--- src/rtl/flash_rd_pkg.sv ---
`timescale 1ns/1ps
package flash_rd_pkg;

  localparam int CFG_W = 8;
  localparam int WS_W  = 4;

  // Field order follows the bit positions of the configuration word.
  typedef struct packed {
    logic [1:0]      hiSel;      // [7:6] high time in half-cycles minus one
    logic            lateEdge;   // [5]   pulse starts on falling edge
    logic            bypass;     // [4]   forward flash data combinationally
    logic [WS_W-1:0] waitStates; // [3:0] wait-state count
  } rdCfg_t;

  typedef struct packed {
    logic accept;    // request taken this edge
    logic capture;   // register flash data this edge
    logic fwdReady;  // ready with forwarded data this cycle
    logic regReady;  // ready with registered data this cycle
  } seqStrb_t;

  typedef enum logic [1:0] {
    ST_IDLE = 2'd0,
    ST_WAIT = 2'd1,
    ST_DONE = 2'd2
  } seqState_e;

  function automatic rdCfg_t decodeCfg(input logic [CFG_W-1:0] word);
    return rdCfg_t'(word);
  endfunction

endpackage

--- src/rtl/flash_rd_ctrl.sv ---
`timescale 1ns/1ps
module flash_rd_ctrl
  import flash_rd_pkg::*;
#(
  parameter int WAIT_W = WS_W
)(
  input  logic              clk,
  input  logic              rstN,
  input  logic              cpuReq,
  input  logic [WAIT_W-1:0] cfgWait,
  input  logic              cfgBypass,
  output seqStrb_t          strb,
  output logic              cpuBusy
);

  seqState_e         state;
  logic [WAIT_W-1:0] waitCnt;
  logic              bypassQ;
  logic              acceptNow;
  logic              lastWait;

  always_comb begin
    acceptNow     = (state == ST_IDLE) && cpuReq;
    lastWait      = (state == ST_WAIT) && (waitCnt == '0);
    strb.accept   = acceptNow;
    strb.capture  = lastWait && !bypassQ;
    strb.fwdReady = lastWait && bypassQ;
    strb.regReady = (state == ST_DONE);
    cpuBusy       = (state != ST_IDLE);
  end

  always_ff @(posedge clk or negedge rstN) begin
    if (!rstN) begin
      state   <= ST_IDLE;
      waitCnt <= '0;
      bypassQ <= 1'b0;
    end else begin
      case (state)
        ST_IDLE: begin
          if (acceptNow) begin
            state   <= ST_WAIT;
            waitCnt <= cfgWait;
            bypassQ <= cfgBypass;
          end
        end
        ST_WAIT: begin
          if (waitCnt != '0) begin
            waitCnt <= waitCnt - 1'b1;
          end else begin
            state <= bypassQ ? ST_IDLE : ST_DONE;
          end
        end
        ST_DONE: state <= ST_IDLE;
        default: state <= ST_IDLE;
      endcase
    end
  end

  AST_DONE_ONE_CYCLE: assert property (@(posedge clk) disable iff (!rstN)
    (state == ST_DONE) |=> (state == ST_IDLE));

  AST_WAIT_COUNTDOWN: assert property (@(posedge clk) disable iff (!rstN)
    (state == ST_WAIT && waitCnt != '0) |=> (state == ST_WAIT && waitCnt == $past(waitCnt) - 1'b1));

  AST_NO_TAKE_WHEN_BUSY: assert property (@(posedge clk) disable iff (!rstN)
    (state != ST_IDLE) |-> !strb.accept);

endmodule

--- src/rtl/flash_rd_dp.sv ---
`timescale 1ns/1ps
module flash_rd_dp
  import flash_rd_pkg::*;
#(
  parameter int AW = 16,
  parameter int DW = 32
)(
  input  logic          clk,
  input  logic          rstN,
  input  seqStrb_t      strb,
  input  logic [AW-1:0] cpuAddr,
  input  logic [DW-1:0] flRdata,
  output logic [AW-1:0] flAddr,
  output logic [DW-1:0] cpuRdata,
  output logic          cpuReady
);

  logic [AW-1:0] addrQ;
  logic [DW-1:0] dataQ;

  always_ff @(posedge clk or negedge rstN) begin
    if (!rstN) begin
      addrQ <= '0;
      dataQ <= '0;
    end else begin
      if (strb.accept)  addrQ <= cpuAddr;
      if (strb.capture) dataQ <= flRdata;
    end
  end

  always_comb begin
    flAddr   = addrQ;
    cpuReady = strb.fwdReady | strb.regReady;
    cpuRdata = strb.fwdReady ? flRdata : dataQ;
  end

  AST_REG_DATA_MATCH: assert property (@(posedge clk) disable iff (!rstN)
    strb.capture |=> (strb.regReady && cpuRdata == $past(flRdata)));

endmodule

--- src/rtl/flash_clk_gen.sv ---
`timescale 1ns/1ps
module flash_clk_gen (
  input  logic       clk,
  input  logic       rstN,
  input  logic       accept,
  input  logic [1:0] cfgHiSel,
  input  logic       cfgLate,
  output logic       flClk
);

  localparam int CYC_W   = 2;
  localparam logic [CYC_W-1:0] CYC_MAX = '1;

  logic [CYC_W-1:0] pulseCyc;
  logic [1:0]       hiSelQ;
  logic             lateQ;
  logic             riseHi;
  logic             fallPend;
  logic             fallHi;

  function automatic logic inWin(input logic [CYC_W:0] half, input logic late,
                                 input logic [1:0] hi);
    logic [3:0] h, s, e;
    h = {1'b0, half};
    s = {3'b000, late};
    e = s + {2'b00, hi} + 4'd1;
    return (h >= s) && (h < e);
  endfunction

  // Rising-edge domain: decides both halves of the coming cycle.
  always_ff @(posedge clk or negedge rstN) begin
    if (!rstN) begin
      pulseCyc <= CYC_MAX;
      hiSelQ   <= '0;
      lateQ    <= 1'b0;
      riseHi   <= 1'b0;
      fallPend <= 1'b0;
    end else if (accept) begin
      hiSelQ   <= cfgHiSel;
      lateQ    <= cfgLate;
      riseHi   <= inWin({1'b0, 2'd0}, cfgLate, cfgHiSel);
      fallPend <= inWin({1'b0, 2'd0} | 3'd1, cfgLate, cfgHiSel);
      pulseCyc <= 2'd1;
    end else begin
      riseHi   <= inWin({pulseCyc, 1'b0}, lateQ, hiSelQ);
      fallPend <= inWin({pulseCyc, 1'b1}, lateQ, hiSelQ);
      if (pulseCyc != CYC_MAX) pulseCyc <= pulseCyc + 1'b1;
    end
  end

  // Falling-edge domain: presents the second half of the cycle.
  always_ff @(negedge clk or negedge rstN) begin
    if (!rstN) fallHi <= 1'b0;
    else       fallHi <= fallPend;
  end

  assign flClk = clk ? riseHi : fallHi;

  AST_PULSE_QUIET: assert property (@(posedge clk) disable iff (!rstN)
    (pulseCyc == CYC_MAX && !accept) |=> (!riseHi && !fallPend));

  AST_LATE_START_LOW: assert property (@(posedge clk) disable iff (!rstN)
    (accept && cfgLate) |=> (!riseHi && fallPend));

endmodule

--- src/rtl/flash_read_seq.sv ---
`timescale 1ns/1ps
module flash_read_seq
  import flash_rd_pkg::*;
#(
  parameter int AW = 16,
  parameter int DW = 32
)(
  input  logic             clk,
  input  logic             rstN,
  input  logic [CFG_W-1:0] cfgWord,
  input  logic             cpuReq,
  input  logic [AW-1:0]    cpuAddr,
  output logic             cpuBusy,
  output logic             cpuReady,
  output logic [DW-1:0]    cpuRdata,
  output logic [AW-1:0]    flAddr,
  output logic             flClk,
  input  logic [DW-1:0]    flRdata
);

  rdCfg_t   cfgLive;
  seqStrb_t strb;

  assign cfgLive = decodeCfg(cfgWord);

  flash_rd_ctrl #(.WAIT_W(WS_W)) u_ctrl (
    .clk       (clk),
    .rstN      (rstN),
    .cpuReq    (cpuReq),
    .cfgWait   (cfgLive.waitStates),
    .cfgBypass (cfgLive.bypass),
    .strb      (strb),
    .cpuBusy   (cpuBusy)
  );

  flash_rd_dp #(.AW(AW), .DW(DW)) u_dp (
    .clk      (clk),
    .rstN     (rstN),
    .strb     (strb),
    .cpuAddr  (cpuAddr),
    .flRdata  (flRdata),
    .flAddr   (flAddr),
    .cpuRdata (cpuRdata),
    .cpuReady (cpuReady)
  );

  flash_clk_gen u_clk (
    .clk      (clk),
    .rstN     (rstN),
    .accept   (strb.accept),
    .cfgHiSel (cfgLive.hiSel),
    .cfgLate  (cfgLive.lateEdge),
    .flClk    (flClk)
  );

  AST_READY_WHEN_BUSY: assert property (@(posedge clk) disable iff (!rstN)
    cpuReady |-> cpuBusy);

  AST_READY_SINGLE: assert property (@(posedge clk) disable iff (!rstN)
    cpuReady |=> !cpuReady);

  AST_ADDR_HELD: assert property (@(posedge clk) disable iff (!rstN)
    (cpuBusy && $past(cpuBusy)) |-> $stable(flAddr));

endmodule

--- config.mk ---
export PLATFORM = sky130hd
export DESIGN_NAME = flash_read_seq
export DESIGN_NICKNAME = d
export VERILOG_FILES = /design/src/rtl/flash_rd_pkg.sv /design/src/rtl/flash_rd_ctrl.sv /design/src/rtl/flash_rd_dp.sv /design/src/rtl/flash_clk_gen.sv /design/src/rtl/flash_read_seq.sv
export SDC_FILE = /design/constraint.sdc
export NUM_CORES = 1
export LEC_CHECK = 0
export CAP_MARGIN = 20
export CELL_PAD_IN_SITES_DETAIL_PLACEMENT = 1
export CELL_PAD_IN_SITES_GLOBAL_PLACEMENT = 2
export CORE_MARGIN = 2
export CORE_UTILIZATION = 30
export DETAILED_ROUTE_END_ITERATION = 10
export MAX_ROUTING_LAYER = met4
export PLACE_DENSITY_LB_ADDON = 0.05
export SLEW_MARGIN = 20
export SYNTH_ARGS = -nofsm -noshare
export SYNTH_HDL_FRONTEND = slang
export SYNTH_SLANG_ARGS = --single-unit
--- constraint.sdc ---
create_clock -name clk -period 2.8 [get_ports clk]
set_input_delay 0.56 -clock clk [delete_from_list [all_inputs] [get_ports clk]]
set_output_delay 0.56 -clock clk [all_outputs]
set_load 0.02 [all_outputs]
# --- Word level (Yosys, flattened, before mapping) ---
# Cells that the tools add are included.
word_totals:
  reg_bits: 63
  latchBits: 0
  ram_bits: 0
  mem_bits_ro: 0
  input_bits: 59
  out_inout_bits: 51
  wordCells: 59
  mem_count: 0
classes:
  add_sub_neg: 6
  multipliers: 0
  div: 0
  n_lt_le_gt_ge: 6
  n_eq_ne: 6
  n_shift: 0
  mux: 13
  n_bitwise: 1
  n_reduce_logical: 16
op_table:
  columns: ["operator", "n"]
  rows:
  - ["$mux 32", 1]
  - ["$mux 2", 5]
  - ["$add 4x1->4 const B", 2]
  - ["$lt 1x4->1 const A", 2]
  - ["$lt 3x4->1", 2]
  - ["$mux 4", 2]
  - ["$pmux 4 s2", 1]
  - ["$add 1x2->3", 2]
  - ["$logic_and 1x1->1", 6]
  - ["$ne 2x2->1 const B", 3]
  - ["$reduce_bool 2->1", 3]
  - ["$logic_not 4->1", 1]
  - ["$pmux 2 s2", 1]
  - ["$reduce_and 2->1", 2]
  - ["$reduce_bool 4->1", 1]
  - ["$sub 4x1->4 const B", 1]
  - ["$ge 3x1->1", 1]
  - ["$mux 1", 3]
  - ["$reduce_and 3->1", 1]
  - ["$add 2x1->2 const B", 1]
  - ["$eq 2x1->1 const B", 1]
  - ["$eq 2x2->1 const B", 1]
  - ["$logic_not 2->1", 1]
  - ["$ne 2x1->1 const B", 1]
  - ["other kinds (3)", 3]

# --- Longest topological paths before layout ---
logic_depth:
  word_depth: 5
  ltp_mapped: 7
  mapped_depth_nobuf: 7

# --- By module ---
# A second synthesis with hierarchy kept.
unflattened:
  cells_unflattened: 232
  area_unflattened_um2: 3469.6
by_module_without_submodules:
  columns: ["module", "instances", "cells_each", "area_per_inst_um2", "seq_area_each_um2"]
  rows:
  - ["flash_rd_dp", 1, 139, 2536.2, 1201.2]
  - ["flash_clk_gen", 1, 49, 508.0, 202.7]
  - ["flash_rd_ctrl", 1, 44, 425.4, 175.2]

==> key figures <==
GRT
  • Largest net degree at the start of global routing: 63
  • Tot GR Track Use: 15.18%
  • First-pass GRT wire length: 12890 um
  • Initial antenna violation count: 0
  • GR Overflow Total: 0
  • Vias in the first global route: 2465

Power and ir drop
  • Pleak: 2.157 nW
  • Int Pwr: 3.289 mW
  • Power consumption: 5.102 mW
  • Sequential share of power: 31.3%
  • Comb pwr share: 49.7%
  • Worst vdd ir: 0.0003947 V
  • Clock group share of total power: 19.0%
  • Net Sw Power: ~1.8 mW
  • Switching Share: 35.54%
  • PD cells: around 1100 nW/um^2

Timing
  • Unrepaired setup endpoints after global routing: yes
  • Clock skew: 0.01057 ns
  • Worst Tran Pin Value: 0.8129 ns
  • Final Hold Viols: 0
  • Max Slew Vio Count: 0
  • Final setup violation count: 1
  • Setup TNS: -0.3318 ns
  • Relative slew margins: 45.81%
  • Final setup margin: -0.3318 ns
  • Worst hold slack: around 0.3 ns

Detailed routing
  • Final wirelength: 7989 um
  • Via count: 2267
  • 1st-pass router iterations: 4
  • Residual DRC: 0
  • Vias/cell: about 4.6
  • DR WL/cell: 16.17 um
  • Final ANT Viol Nets: 0
  • Iteration-0 DRC count of the detailed router: 36

Placed design
  • Placed Instance Area: 4496 um^2
  • I/O Buffers: 109
  • Post-DP HPWL: a little over 5000 um
  • Post-Place Setup Slack: -0.2471 ns
  • Global placement routability congestion: 0.6816

Final layout
  • Post-route cell area: 4737 um^2
  • Nets@finish: 419
  • Commonest non-fill, non-tap cell in the layout: clkdlybuf4s50_1
  • Syn-to-layout area delta: 44.34%
  • Ratio of cells with drive above 1 in the final layout: 36.44%
  • Ant. Diodes: 0
  • Most frequent cells in the layout: 74 x clkdlybuf4s50_1, 60 x dfrtp_1, 52 x mux2_2, 29 x mux2_4, 21 x dlygate4sd2_1

Worst hold path
  • Worst hold path type: primary input to asynchronous set/reset pin

Synth
  • Cell variety after synth: 37
  • Synth Instances: roughly 230
  • Yosys Warn Count: 0
  • Post-Syn Area: between 3000 and 4000 um^2
  • Async set-reset flop share out of synthesis: 100.0%
  • Post-synth EDFFs: 0
  • Syn Area/Cell: 14.46 um^2
  • Post-Synthesis Net Count: 297
  • Post-synthesis sequential area ratio: 48.11%
  • Seq cells post-synth: 63
  • Primary FF master, synth: dfrtp_1

Critical path
  • CP max stage cell: dfrtn_1
  • Slowest stage delay, CP: around 0.33 ns
  • WS Path Type: flip-flop to primary output
  • Worst Path Max Fanout: 1
  • Startpoint Class: flip-flop
  • CP arrival: 2.57 ns
  • WP data required: around 2.2 ns
  • Critical Path Sink Type: primary output
  • Cell-by-cell trace of the critical path: mux2_2 > buf_6

Floorplanning
  • Die Wd: 108.6 um
  • Row count: 38
  • DIE AREA: 11790 um^2
  • Core area: 10750 um^2
  • Die Y: 108.6 um
  • Ports: 110
  • Initial core utilization: a little under a third

Clock tree
  • CTS tree: built
  • Clk slew on worst S/H paths: around 0.070 ns
  • CTS hold repair buffers: 0
  • Clock Latency Late Sink: approximately 0.44 ns

Flow run
  • Max-Cap Viols: 0

Outcome
  • Status: complete, but fails checks
  • Failing checks: setup timing
-- final cells by class --
cell class                 count  area, um^2
timing repair buffer         118        1147
tap                          140       175.2
fill                        1151        6008
sequential                    63        1579
multi-input combinational    137        1533
clock buffer                  16       197.7
clock inverter                 4       45.04
inverter                      16       60.06
-- repair_timing --
action,4_1_cts,5_1_grt
resized for setup,48,16
setup endpoints to repair,34,13
cloned,1,0
buffers inserted,1,1
-- stage by stage --
step	util, %	std cells
detailed placement	41.84	472
floorplan	-	227
global route	44.08	494
global placement	41.84	472
CTS	44.19	493
finish	44.08	494
-- final timing paths --
| path | depth (start not counted) | start | to | slack (ns) |
|---|---|---|---|---|
| hold / removal | 2 | rstN | u_clk.riseHi$_DFF_PN0_ | 0.30 |
| min in group clk | 1 | u_dp.flAddr[5]$_DFFE_PN0P_ | u_dp.flAddr[5]$_DFFE_PN0P_ | 0.51 |
| setup reg to reg | 7 | u_clk.lateQ$_DFFE_PN0P_ | u_clk.riseHi$_DFF_PN0_ | 0.71 |
| setup / recovery | 2 | u_clk.fallHi$_DFF_NN0_ | flClk | -0.33 |
| hold reg to reg | 1 | u_dp.flAddr[5]$_DFFE_PN0P_ | u_dp.flAddr[5]$_DFFE_PN0P_ | 0.51 |
| max in group asynchronous | 1 | rstN | u_clk.fallHi$_DFF_NN0_ | 1.51 |
-- flip-flops by register name, summed over array words and instances (netlist names) --
name and flops:
u_clk.pulseCyc 2, u_ctrl.waitCnt 4, u_ctrl.state 2, u_clk.fallPend 1, u_dp.dataQ 32, u_clk.fallHi 1
u_clk.hiSelQ 2, u_clk.riseHi 1, u_ctrl.bypassQ 1, u_dp.flAddr 16, u_clk.lateQ 1
-- per-layer routing --
| metal | global-route usage, % | routed length (um) |
|---|---|---|
| met5 | - | 0 |
| met4 | 7.692 | 147 |
| met3 | 4.641 | 436 |
| met2 | 22.77 | 3718 |
| met1 | 18.43 | 3687 |
-- worst max-delay path, delay by kind of cell (launching register included) --
family                 cells  cell delay (ns)
buffers and inverters      1             0.13
DFF                        1             0.33
muxes                      1             0.27
-- kinds of logic (layout without fill, tap and decap cells) --
group,count (synthesis),after routing,share of synthesized area (%)
muxes,87,87,33.05
DFF,63,63,48.11
buffers and inverters,27,154,5.833
and+or+nand+nor,21,21,4.537
AOI/OAI and AO/OA,17,17,3.546
adders and majority gates,11,11,4.651
xor gates and xnor gates,1,1,0.2669
-- synth_stat cells, drive strengths merged, types with 2 or more instances --
cell	n	area, um^2
dfrtp	60	1501
mux2	84	1055
nand4b	2	17.52
o31ai	2	15.01
buf	11	131.4
a211oi	3	22.52
mux2i	3	30.03
nor2	4	15.01
fa	2	40.04
nand2	5	18.77
dfstp	2	52.55
ha	9	112.6
inv	16	60.06
o21ai	5	25.02
-- power groups by stage --
stage	clock [mW]	combinational [mW]	sequential (mW)
2_1_floorplan	0.0386	1.54	1.70
3_3_place_gp	0.0644	2.64	1.59
3_5_place_dp	0.0643	2.66	1.61
4_1_cts	1.02	2.57	1.60
5_1_grt	1.07	2.76	1.66
6_report	0.970	2.53	1.60
Power figures use the tool's default switching activity.
